==> config.mk <==
export PLATFORM = sky130hd
export DESIGN_NAME = io_window_decoder
export DESIGN_NICKNAME = d
export VERILOG_FILES = /design/src/rtl/io_window_decoder.sv
export SDC_FILE = /design/constraint.sdc
export NUM_CORES = 1
export LEC_CHECK = 0
export BUFFER_PORTS_ARGS = -buffer_cell sky130_fd_sc_hd__buf_2
export CAP_MARGIN = 20
export CORE_MARGIN = 10
export CORE_UTILIZATION = 40
export DETAILED_ROUTE_END_ITERATION = 8
export PLACE_DENSITY = 0.64
export SYNTH_ARGS = -nofsm -noshare
export SYNTH_HDL_FRONTEND = slang
export SYNTH_SLANG_ARGS = --single-unit
==> constraint.sdc <==
create_clock -name clk -period 2 [get_ports clk]
set_input_delay 0.3 -clock clk [delete_from_list [all_inputs] [get_ports clk]]
set_output_delay 0.3 -clock clk [all_outputs]
set_load 0.03 [all_outputs]
==> src/rtl/io_window_decoder.sv <==
module io_window_decoder #(
  parameter int NWIN     = 2,
  parameter int RA_W     = 5,
  parameter int EN_BASE  = 6,
  parameter int WIN_BASE = 8
) (
  input  logic            clk,
  input  logic            rst_n,
  input  logic            wr_en,
  input  logic [RA_W-1:0] wr_addr,
  input  logic [7:0]      wr_data,
  input  logic            acc_valid,
  input  logic [15:0]     acc_port,
  input  logic            card_iocs16,
  output logic            dec_valid,
  output logic            dec_hit,
  output logic [(NWIN>1 ? $clog2(NWIN) : 1)-1:0] dec_win,
  output logic            dec_bus16,
  output logic            dec_wait,
  output logic            dec_zws
);
  localparam int WW        = (NWIN > 1) ? $clog2(NWIN) : 1;
  localparam int A_ENABLE  = 0;
  localparam int A_CTLBYTE = 1;
  localparam int A_CTLNIB  = 2;

  logic [15:0]     win_first [NWIN];
  logic [15:0]     win_last  [NWIN];
  logic            win_en    [NWIN];
  logic [3:0]      win_ctl   [NWIN];
  logic [NWIN-1:0] in_rng;

  for (genvar w = 0; w < NWIN; w++) begin : g_win
    localparam int BASE = WIN_BASE + 4 * w;

    always_ff @(posedge clk) begin
      if (!rst_n) begin
        win_first[w] <= '0;
        win_last[w]  <= '0;
        win_en[w]    <= 1'b0;
        win_ctl[w]   <= '0;
      end else if (wr_en) begin
        if (wr_addr == RA_W'(A_ENABLE))   win_en[w]         <= wr_data[EN_BASE + w];
        if (wr_addr == RA_W'(A_CTLNIB+w)) win_ctl[w]        <= wr_data[3:0];
        if (w < 2 && wr_addr == RA_W'(A_CTLBYTE))
                                          win_ctl[w]        <= wr_data[(4*w)%8 +: 4];
        if (wr_addr == RA_W'(BASE))       win_first[w][7:0]  <= wr_data;
        if (wr_addr == RA_W'(BASE + 1))   win_first[w][15:8] <= wr_data;
        if (wr_addr == RA_W'(BASE + 2))   win_last[w][7:0]   <= wr_data;
        if (wr_addr == RA_W'(BASE + 3))   win_last[w][15:8]  <= wr_data;
      end
    end

    assign in_rng[w] = win_en[w] && (acc_port >= win_first[w]) && (acc_port <= win_last[w]);
  end

  logic          sel;
  logic [WW-1:0] sel_idx;
  logic [3:0]    sel_ctl;

  always_comb begin
    sel     = 1'b0;
    sel_idx = '0;
    for (int i = NWIN - 1; i >= 0; i--) begin
      if (in_rng[i]) begin
        sel     = 1'b1;
        sel_idx = WW'(i);
      end
    end
  end

  assign sel_ctl = sel ? win_ctl[sel_idx] : 4'h0;

  wire take   = acc_valid && sel;
  wire width  = sel_ctl[1] ? sel_ctl[0] : card_iocs16;

  always_ff @(posedge clk) begin
    if (!rst_n) begin
      dec_valid <= 1'b0;
      dec_hit   <= 1'b0;
      dec_win   <= '0;
      dec_bus16 <= 1'b0;
      dec_wait  <= 1'b0;
      dec_zws   <= 1'b0;
    end else begin
      dec_valid <= acc_valid;
      dec_hit   <= take;
      dec_win   <= take ? sel_idx : '0;
      dec_bus16 <= take && width;
      dec_wait  <= take && sel_ctl[3];
      dec_zws   <= take && sel_ctl[2];
    end
  end
endmodule


Word-level counts from Yosys, hierarchy flattened
Memory sizes are Yosys's and may differ from the RTL's.
Index checks and enable logic that the tools add are counted.
{"block": "word_totals", "register_bits": 6, "latch_bits": 0, "ramBits": 74, "mem_bits_ro": 0, "input_bits": 34, "out_inout_bits": 6, "word_cells": 117, "mem_count": 4}
{"block": "classes", "addsub": 0, "mul": 0, "div": 0, "order_cmp": 4, "eq_ne": 11, "n_shift": 0, "muxes": 68, "bitwise": 14, "reduce_logical": 10}
{"memory": "win_first", "depth": 2, "width": 16, "read_ports": 2, "rd_ports_with_merged_regs": 0, "wr": 2, "line": "27", "rtl": "logic [15:0] win_first [NWIN];"}
{"memory": "win_last", "depth": 2, "width": 16, "read_ports": 2, "rd_ports_with_merged_regs": 0, "wr": 2, "line": "28", "rtl": "logic [15:0] win_last [NWIN];"}
{"memory": "win_ctl", "depth": 2, "width": 4, "read_ports": 1, "rd_ports_with_merged_regs": 0, "wr": 2, "line": "30", "rtl": "logic [3:0] win_ctl [NWIN];"}
{"memory": "win_en", "depth": 2, "width": 1, "read_ports": 2, "rd_ports_with_merged_regs": 0, "wr": 2, "line": "29", "rtl": "logic win_en [NWIN];"}
{"op": "2-to-1 mux 8 bit", "count": 8}
{"op": "2-to-1 mux 1 bit", "count": 55}
{"op": "equality test 5 x 4 -> 1 bit (second input constant)", "count": 8}
{"op": ">= comparator 16 bit", "count": 2}
{"op": "<= comparator 16 bit", "count": 2}
{"op": "2-to-1 mux 4 bit", "count": 5}
{"op": "bitwise OR 1 bit", "count": 14}
{"op": "equality test 5 x 2 -> 1 bit (second input constant)", "count": 2}
{"op": "logical AND 1 bit", "count": 8}
{"op": "equality test 5 x 1 -> 1 bit (second input constant)", "count": 1}
{"op": "logical NOT 5 bit", "count": 1}
{"op": "AND reduction 2 bit", "count": 1}

Logic depth before layout (Yosys ltp)
Gate-level depths: netlist of run 1.
An unclocked memory read counts as a cell.
{"block": "logic_depth", "ltp_word": 10, "mapped_depth": 9, "depth_no_buf": 9}

Worst setup path before layout of run 1
No wires, ideal clock.
{"block": "synth_timing", "path_kind": "reg-to-reg", "from": "memory win_last[0][13]", "to": "register dec_bus16", "setup_ns": 0.116, "arrival_time_ns": 2.036, "required_time_ns": 1.884, "slack_ns": -0.152, "path_stages_with_launch": 8, "path_buffers": 0, "period_less_slack_ns": 2.152, "path_cell_list": "edfxtp_1 -> inv_1 -> ha_1 -> nand4_2 -> or4_1 -> a22o_4 -> mux2_4 -> o211a_1"}
{"item": "start, declared", "line": "28"}
{"item": "end signal, assigned", "line": "89", "rtl": "dec_bus16 <= take && width;"}
{"item": "end, declared", "line": "18", "rtl": "output logic dec_bus16,"}

==> impl_metrics.tcl, run 1 <==
set metrics [dict create \
    status "finished with violations" \
    violations "negative setup slack" \
    dp_cells 652 \
    r2r_end "dec_bus16" \
    drt_iter0_markers 100 \
    antennaDiodeCount 0 \
    drt_wl_total_um 11800 \
    synth_seq_area_share_pct 49.1 \
    arrival_ps 2480 \
    irDropWorstVdd_mv 0.503 \
    slowest_delay_ps 430 \
    synth_edf_count 73 \
    final_cells 671 \
    grt_pass1_vias 3643 \
    cts_root_buf "clkbuf_16" \
    vias 3446 \
    ys_types 42 \
    drc 0 \
    synthesis.nets 539 \
    power_frac_comb_pct 15.5 \
    start_util_pct 41.2 \
    fmax_mhz 444 \
    synthCells 441 \
    switching_share_pct 24.7 \
    synthFlopType "edfxtp_1" \
    rr_startpoint "win_last[0][1]" \
    drive_gt1_share_pct 24.6 \
    slew_headroom_pct 68.0 \
    synth_area_leader_cell "edfxtp_1" \
    grt_pass1_wl_um 18700 \
    coreArea_mm2 0.0115 \
    cp_common_cell "o211ai_1" \
    ctsLongestPathBuffers 2 \
    hp-class "in -> reg" \
    p_leak_nw 2.61 \
    power_frac_seq_pct 47.1 \
    dp_hpwl_um 8770 \
    grtUsageTotal_pct 14.5 \
    cap_viol_max_count 0 \
    die_width_um 129 \
    synth_area_leaders "edfxtp_1 46%, ha_1 17%, and2_1 9.1%" \
    die_h_um 129 \
    clkPwrFrac_pct 37.4 \
    finalCriticalPeriod_ps 2250 \
    grt_overflow 0 \
    viasPerCell 5.14 \
    nets 621 \
    clock_latency_ps 330 \
    finalHoldViolations 0 \
    row_count 39 \
    cts_buffers 9 \
    powerDensity_mw_per_mm2 696 \
    syn_area_mm2 0.00475 \
    dr.pass1.iters 4 \
    p_switching_w 0.00101 \
    p_int_w 0.00310 \
    path_class "reg -> reg" \
    rsz0062_at_grt "yes" \
    startpoint "win_last[0][1]" \
    synth_top_area_share_pct 46.2 \
    grt_max_degree 14 \
    tightest_slew_ps 478 \
    cp-end-kind "flip-flop" \
    async_flop_share_pct 0 \
    ios 40 \
    setup_ws_ps -252 \
    setup_viol 5 \
    cts_max_level 3 \
    routabilityCongestion 0.820 \
    grt_antenna_before_repair 0 \
    fin_worst_skew_ps 4.73 \
    drtAntennaViolNets 0 \
    power_w 0.00411 \
    worstPathMaxFanout 3 \
    dieArea_mm2 0.0166 \
    utilization_pct 51.3 \
    clk_pin_slew_ps 60 \
    synth_most_common_cell "edfxtp_1" \
    cts_hold_buf 0 \
    required_ps 2230 \
    r2r_slack_ps -250 \
    area_growth_pct 24.4 \
    crit_slowest_cell "a2111o_1" \
    cts.sinks 80 \
    report.final.slew_viol_count 0 \
    synth_warnings 0 \
    syn_avg_cell_area_um2 10.8 \
    ys_ff_latch 80 \
    port_buffers 39 \
    synthTopCellsByCount "73 x edfxtp_1, 69 x and2_1, 68 x inv_1" \
    crit_path_start_kind "flip-flop" \
    period_share_pct 113 \
    endpoint "dec_bus16" \
    cts_tree "yes" \
    wl_per_cell_um 17.5 \
    reg2reg_depth 9 \
    path_cells "inv_2, ha_4, nor2b_4, o211ai_1, a2111o_1, o211ai_1, a22o_4, mux2_4, o211a_1" \
]
state kept, by name, summed over array words and instances (netlist names):
register   flops
dec_bus16      1
dec_hit        1
dec_valid      1
dec_wait       1
dec_win        1
dec_zws        1
win_ctl        8
win_en         2
win_first     32
win_last      32
area by class of cell:
cell class              instances  area, um^2
fillers                      1027        5610
multi-input cells             290        2400
flip-flops and latches         80        2330
repair buffers                 74         458
clock buffers                  12         258
inverters                      68         255
well taps                     143         179
clock inverters                 4        20.0
cell usage in the layout (no fill, tap or decap), types with 7 or more instances in the layout:
| master | Yosys | layout |
|---|---|---|
| o21ai_0 | 18 | 16 |
| nand3_1 | 10 | 10 |
| ha_4 | 0 | 13 |
| clkbuf_16 | 0 | 10 |
| ha_1 | 64 | 51 |
| inv_1 | 68 | 60 |
| and2_1 | 69 | 69 |
| a21oi_2 | 0 | 7 |
| nor2_1 | 23 | 23 |
| a21oi_1 | 26 | 18 |
| buf_4 | 0 | 35 |
| edfxtp_1 | 73 | 73 |
| buf_2 | 0 | 39 |
| dfxtp_1 | 7 | 7 |
| inv_2 | 0 | 8 |
| nand2_1 | 21 | 21 |
cells by family after synthesis:
kind of cell	after synthesis	share of synthesized area, %
buf+inv	71	5.61
flops	80	49.1
mux	7	1.58
compound gates	65	8.57
simple gates	154	18.2
fa+ha+maj	64	16.9
power groups by stage:
stage,Sequential [W],Combinational [W],Clock (W)
after floorplan,0.00197,0.000299,0
after global placement,0.00197,0.000525,0
after detailed placement,0.00197,0.000553,0
after CTS,0.00194,0.000593,0.00156
after global routing,0.00195,0.000713,0.00164
final,0.00194,0.000639,0.00154
worst min-delay path by stage:
stage                           end        start  cells past startpoint  slack (ps)
after floorplan           dec_bus16  card_iocs16                      1         460
after global placement    win_en[1]    win_en[1]                      2         510
after detailed placement  win_en[1]    win_en[1]                      2         530
after CTS                 dec_bus16  card_iocs16                      2         210
after global routing      dec_bus16  card_iocs16                      2         210
final                     dec_bus16  card_iocs16                      2         220
worst max-delay path: cells and delay by family (launching register included):
kind / cells / cell delay (ps)
AOI/OAI and AO/OA: 5 / 1080
DFF: 1 / 340
muxes: 1 / 290
adders and majority gates: 1 / 260
and+or+nand+nor: 1 / 120
buffers and inverters: 1 / 50
metal layers:
metal / track usage (%) / vias up / part of all wire (%)
li1: - / 1713 / -
met1: 17.5 / 1624 / 45
met2: 23.9 / 78 / 47
met3: 3.08 / 31 / 4.2
met4: 7.69 / 0 / 3.7
met5: 0 / - / 0
per-stage QoR:
step           setup slack, ps  area, um^2  setup TNS [ps]  hold WS [ps]
6_report                  -252        5910           -1020           221
4_1_cts                   -246        5780            -910           213
2_1_floorplan             -119        4760            -119           456
5_1_grt                   -350        5910           -1430           214
3_5_place_dp              -392        5360           -1750           532
3_3_place_gp              -309        5360           -1400           507
timing repair:
item                       CTS  global route
buffers inserted             1             2
pin swaps                   17            15
resized for setup           21            19
cloned                       0             0
setup endpoints to repair    5             5
(Power assumes the default switching activity.)
==> run 2, diff against run 1 <==
--- a/config.mk
+++ b/config.mk
@@ -11,6 +11,7 @@
 export CORE_UTILIZATION = 40
 export DETAILED_ROUTE_END_ITERATION = 8
 export PLACE_DENSITY = 0.64
+export RECOVER_POWER = 25
 export SYNTH_ARGS = -nofsm -noshare
 export SYNTH_HDL_FRONTEND = slang
 export SYNTH_SLANG_ARGS = --single-unit
==> constraint.sdc (replaced) <==
create_clock -name clk -period 1.96 [get_ports clk]
set_input_delay 0.294 -clock clk [delete_from_list [all_inputs] [get_ports clk]]
set_output_delay 0.294 -clock clk [all_outputs]
set_load 0.03 [all_outputs]
==> impl_metrics.tcl, run 2 (synthesized netlist as in run 1, its figures left out) <==
set metrics [dict create \
    status "finished with violations" \
    violations "negative setup slack" \
    grtUsageTotal_pct 14.1 \
    drtAntennaViolNets 0 \
    powerDensity_mw_per_mm2 727 \
    area_growth_pct 25.0 \
    power_w 0.00431 \
    coreArea_mm2 0.0115 \
    drc 0 \
    path_cells "inv_1, ha_4, a21oi_1, o21ai_2, a221oi_2, o211ai_1, a22o_4, mux2_4, o211a_1" \
    slowest_delay_ps 350 \
    drt_iter0_markers 115 \
    wl_per_cell_um 16.6 \
    layout_commonest_cell "edfxtp_1" \
    die_h_um 129 \
    cap_viol_max_count 0 \
    grt_overflow 0 \
    utilization_pct 51.5 \
    grt_antenna_before_repair 0 \
    cp-end-kind "flip-flop" \
    dp_hpwl_um 8620 \
    worst-path-buf-inv 1 \
    path_class "reg -> reg" \
    crit_slowest_cell "edfxtp_1" \
    port_buffers 39 \
    whs_ps 209 \
    cts_max_level 3 \
    fmax_mhz 448 \
    tightest_slew_ps 511 \
    finalCriticalPeriod_ps 2230 \
    die_width_um 129 \
    hp-class "in -> reg" \
    arrival_ps 2470 \
    crit_path_start_kind "flip-flop" \
    final_cells 675 \
    cts_buffers 9 \
    clk_pin_slew_ps 70 \
    setup_viol 5 \
    nets 625 \
    clock_latency_ps 340 \
    grt_max_degree 14 \
    rsz0062_at_grt "yes" \
    ios 40 \
    dieArea_mm2 0.0166 \
    fill_cells 1011 \
    vias 3406 \
    start_util_pct 41.2 \
    dp_cells 659 \
    layout_common_cells "73 x edfxtp_1, 64 x inv_1, 62 x and2_1, 53 x ha_1, 36 x buf_4" \
    irDropWorstVdd_mv 0.378 \
    dr.pass1.iters 5 \
    period_share_pct 114 \
    cts.sinks 80 \
    drt_wl_total_um 11200 \
    antennaDiodeCount 0 \
    ctsLongestPathBuffers 2 \
    slew_headroom_pct 65.9 \
    row_count 39 \
    p_leak_nw 2.61 \
    grt_pass1_wl_um 18000 \
    drive_gt1_share_pct 22.9 \
    required_ps 2200 \
    grt_pass1_vias 3573 \
    cts_root_buf "clkbuf_16" \
    cts_tree "yes" \
    finalHoldViolations 0 \
    routabilityCongestion 0.824 \
    viasPerCell 5.05 \
    setup_ws_ps -271 \
    worstPathMaxFanout 5 \
    report.final.slew_viol_count 0 \
    fin_worst_skew_ps 11.8 \
    reg.largest.list "win_first: 32 flops, win_last: 32 flops, win_ctl: 8 flops" \
    crit_family "compound AO/OA/AOI/OAI gates" \
]
==> run 2: cell types whose count changed in the layout (fill, tap and decap cells not counted), moves of 3 or more <==
cell,before,now
and2_0,1,8
clkbuf_1,2,10
clkinv_2,4,1
inv_2,8,4
and2_1,69,62
inv_1,60,64
buf_2,39,32
==> run 2: where the power goes <==
group / internal [W] / switching (W) / leakage (nW) / total, W
registers: 0.00195 / 0.0000271 / 0.753 / 0.00198
logic: 0.000285 / 0.000354 / 1.70 / 0.000639
clock network: 0.00105 / 0.000654 / 0.157 / 0.00170
==> run 2: what timing repair did <==
item / 4_1_cts / 5_1_grt
setup endpoints to repair: 5 / 5
pin swaps: 18 / 9
resized for setup: 18 / 16
gates cloned: 0 / 0
setup buffers: 0 / 0
hold buffers: 0 / 0
==> run 2: routing by layer <==
layer  vias to the layer above  track usage, %  share of wire (%)  wire (um)
li1                       1720               -                  -          -
met1                      1611            16.0                 44       4980
met3                        18            3.61                3.8        424
met2                        57            25.2                 50       5590
met5                         -               0                  0          0
met4                         0            4.75                2.0        229
==> run 2: final timing paths <==
kind	start	endpoint	slack, ps	cells after the start
setup / recovery	win_last[0][7]	dec_bus16	-270	9
hold / removal	card_iocs16	dec_bus16	210	2
setup reg to reg	win_last[0][7]	dec_bus16	-270	9
hold reg to reg	win_en[1]	win_en[1]	570	2
==> run 2: worst register-to-register path: cells and delay by family (launching register included) <==
kind	cells	cell delay [ps]
buffers and inverters	1	100
muxes	1	300
DFF	1	350
adders and majority gates	1	210
AOI/OAI and AO/OA	6	1160
==> run 2: area by class of cell <==
type	count	area, um^2	area share [%]
clock buffers	13	293	4.94
clock inverters	3	17.5	0.295
inverters	68	255	4.30
multi-input cells	290	2370	40.0
flip-flops and latches	80	2330	39.3
well taps	143	179	3.02
repair buffers	78	484	8.16
==> run 2: per-stage QoR <==
step           cell area, um^2  setup slack, ps  TNS, ps
2_1_floorplan             4760             -159     -176
3_3_place_gp              5430             -366    -1650
3_5_place_dp              5430             -438    -1750
4_1_cts                   5840             -260     -887
5_1_grt                   5930             -324    -1130
6_report                  5930             -271     -726
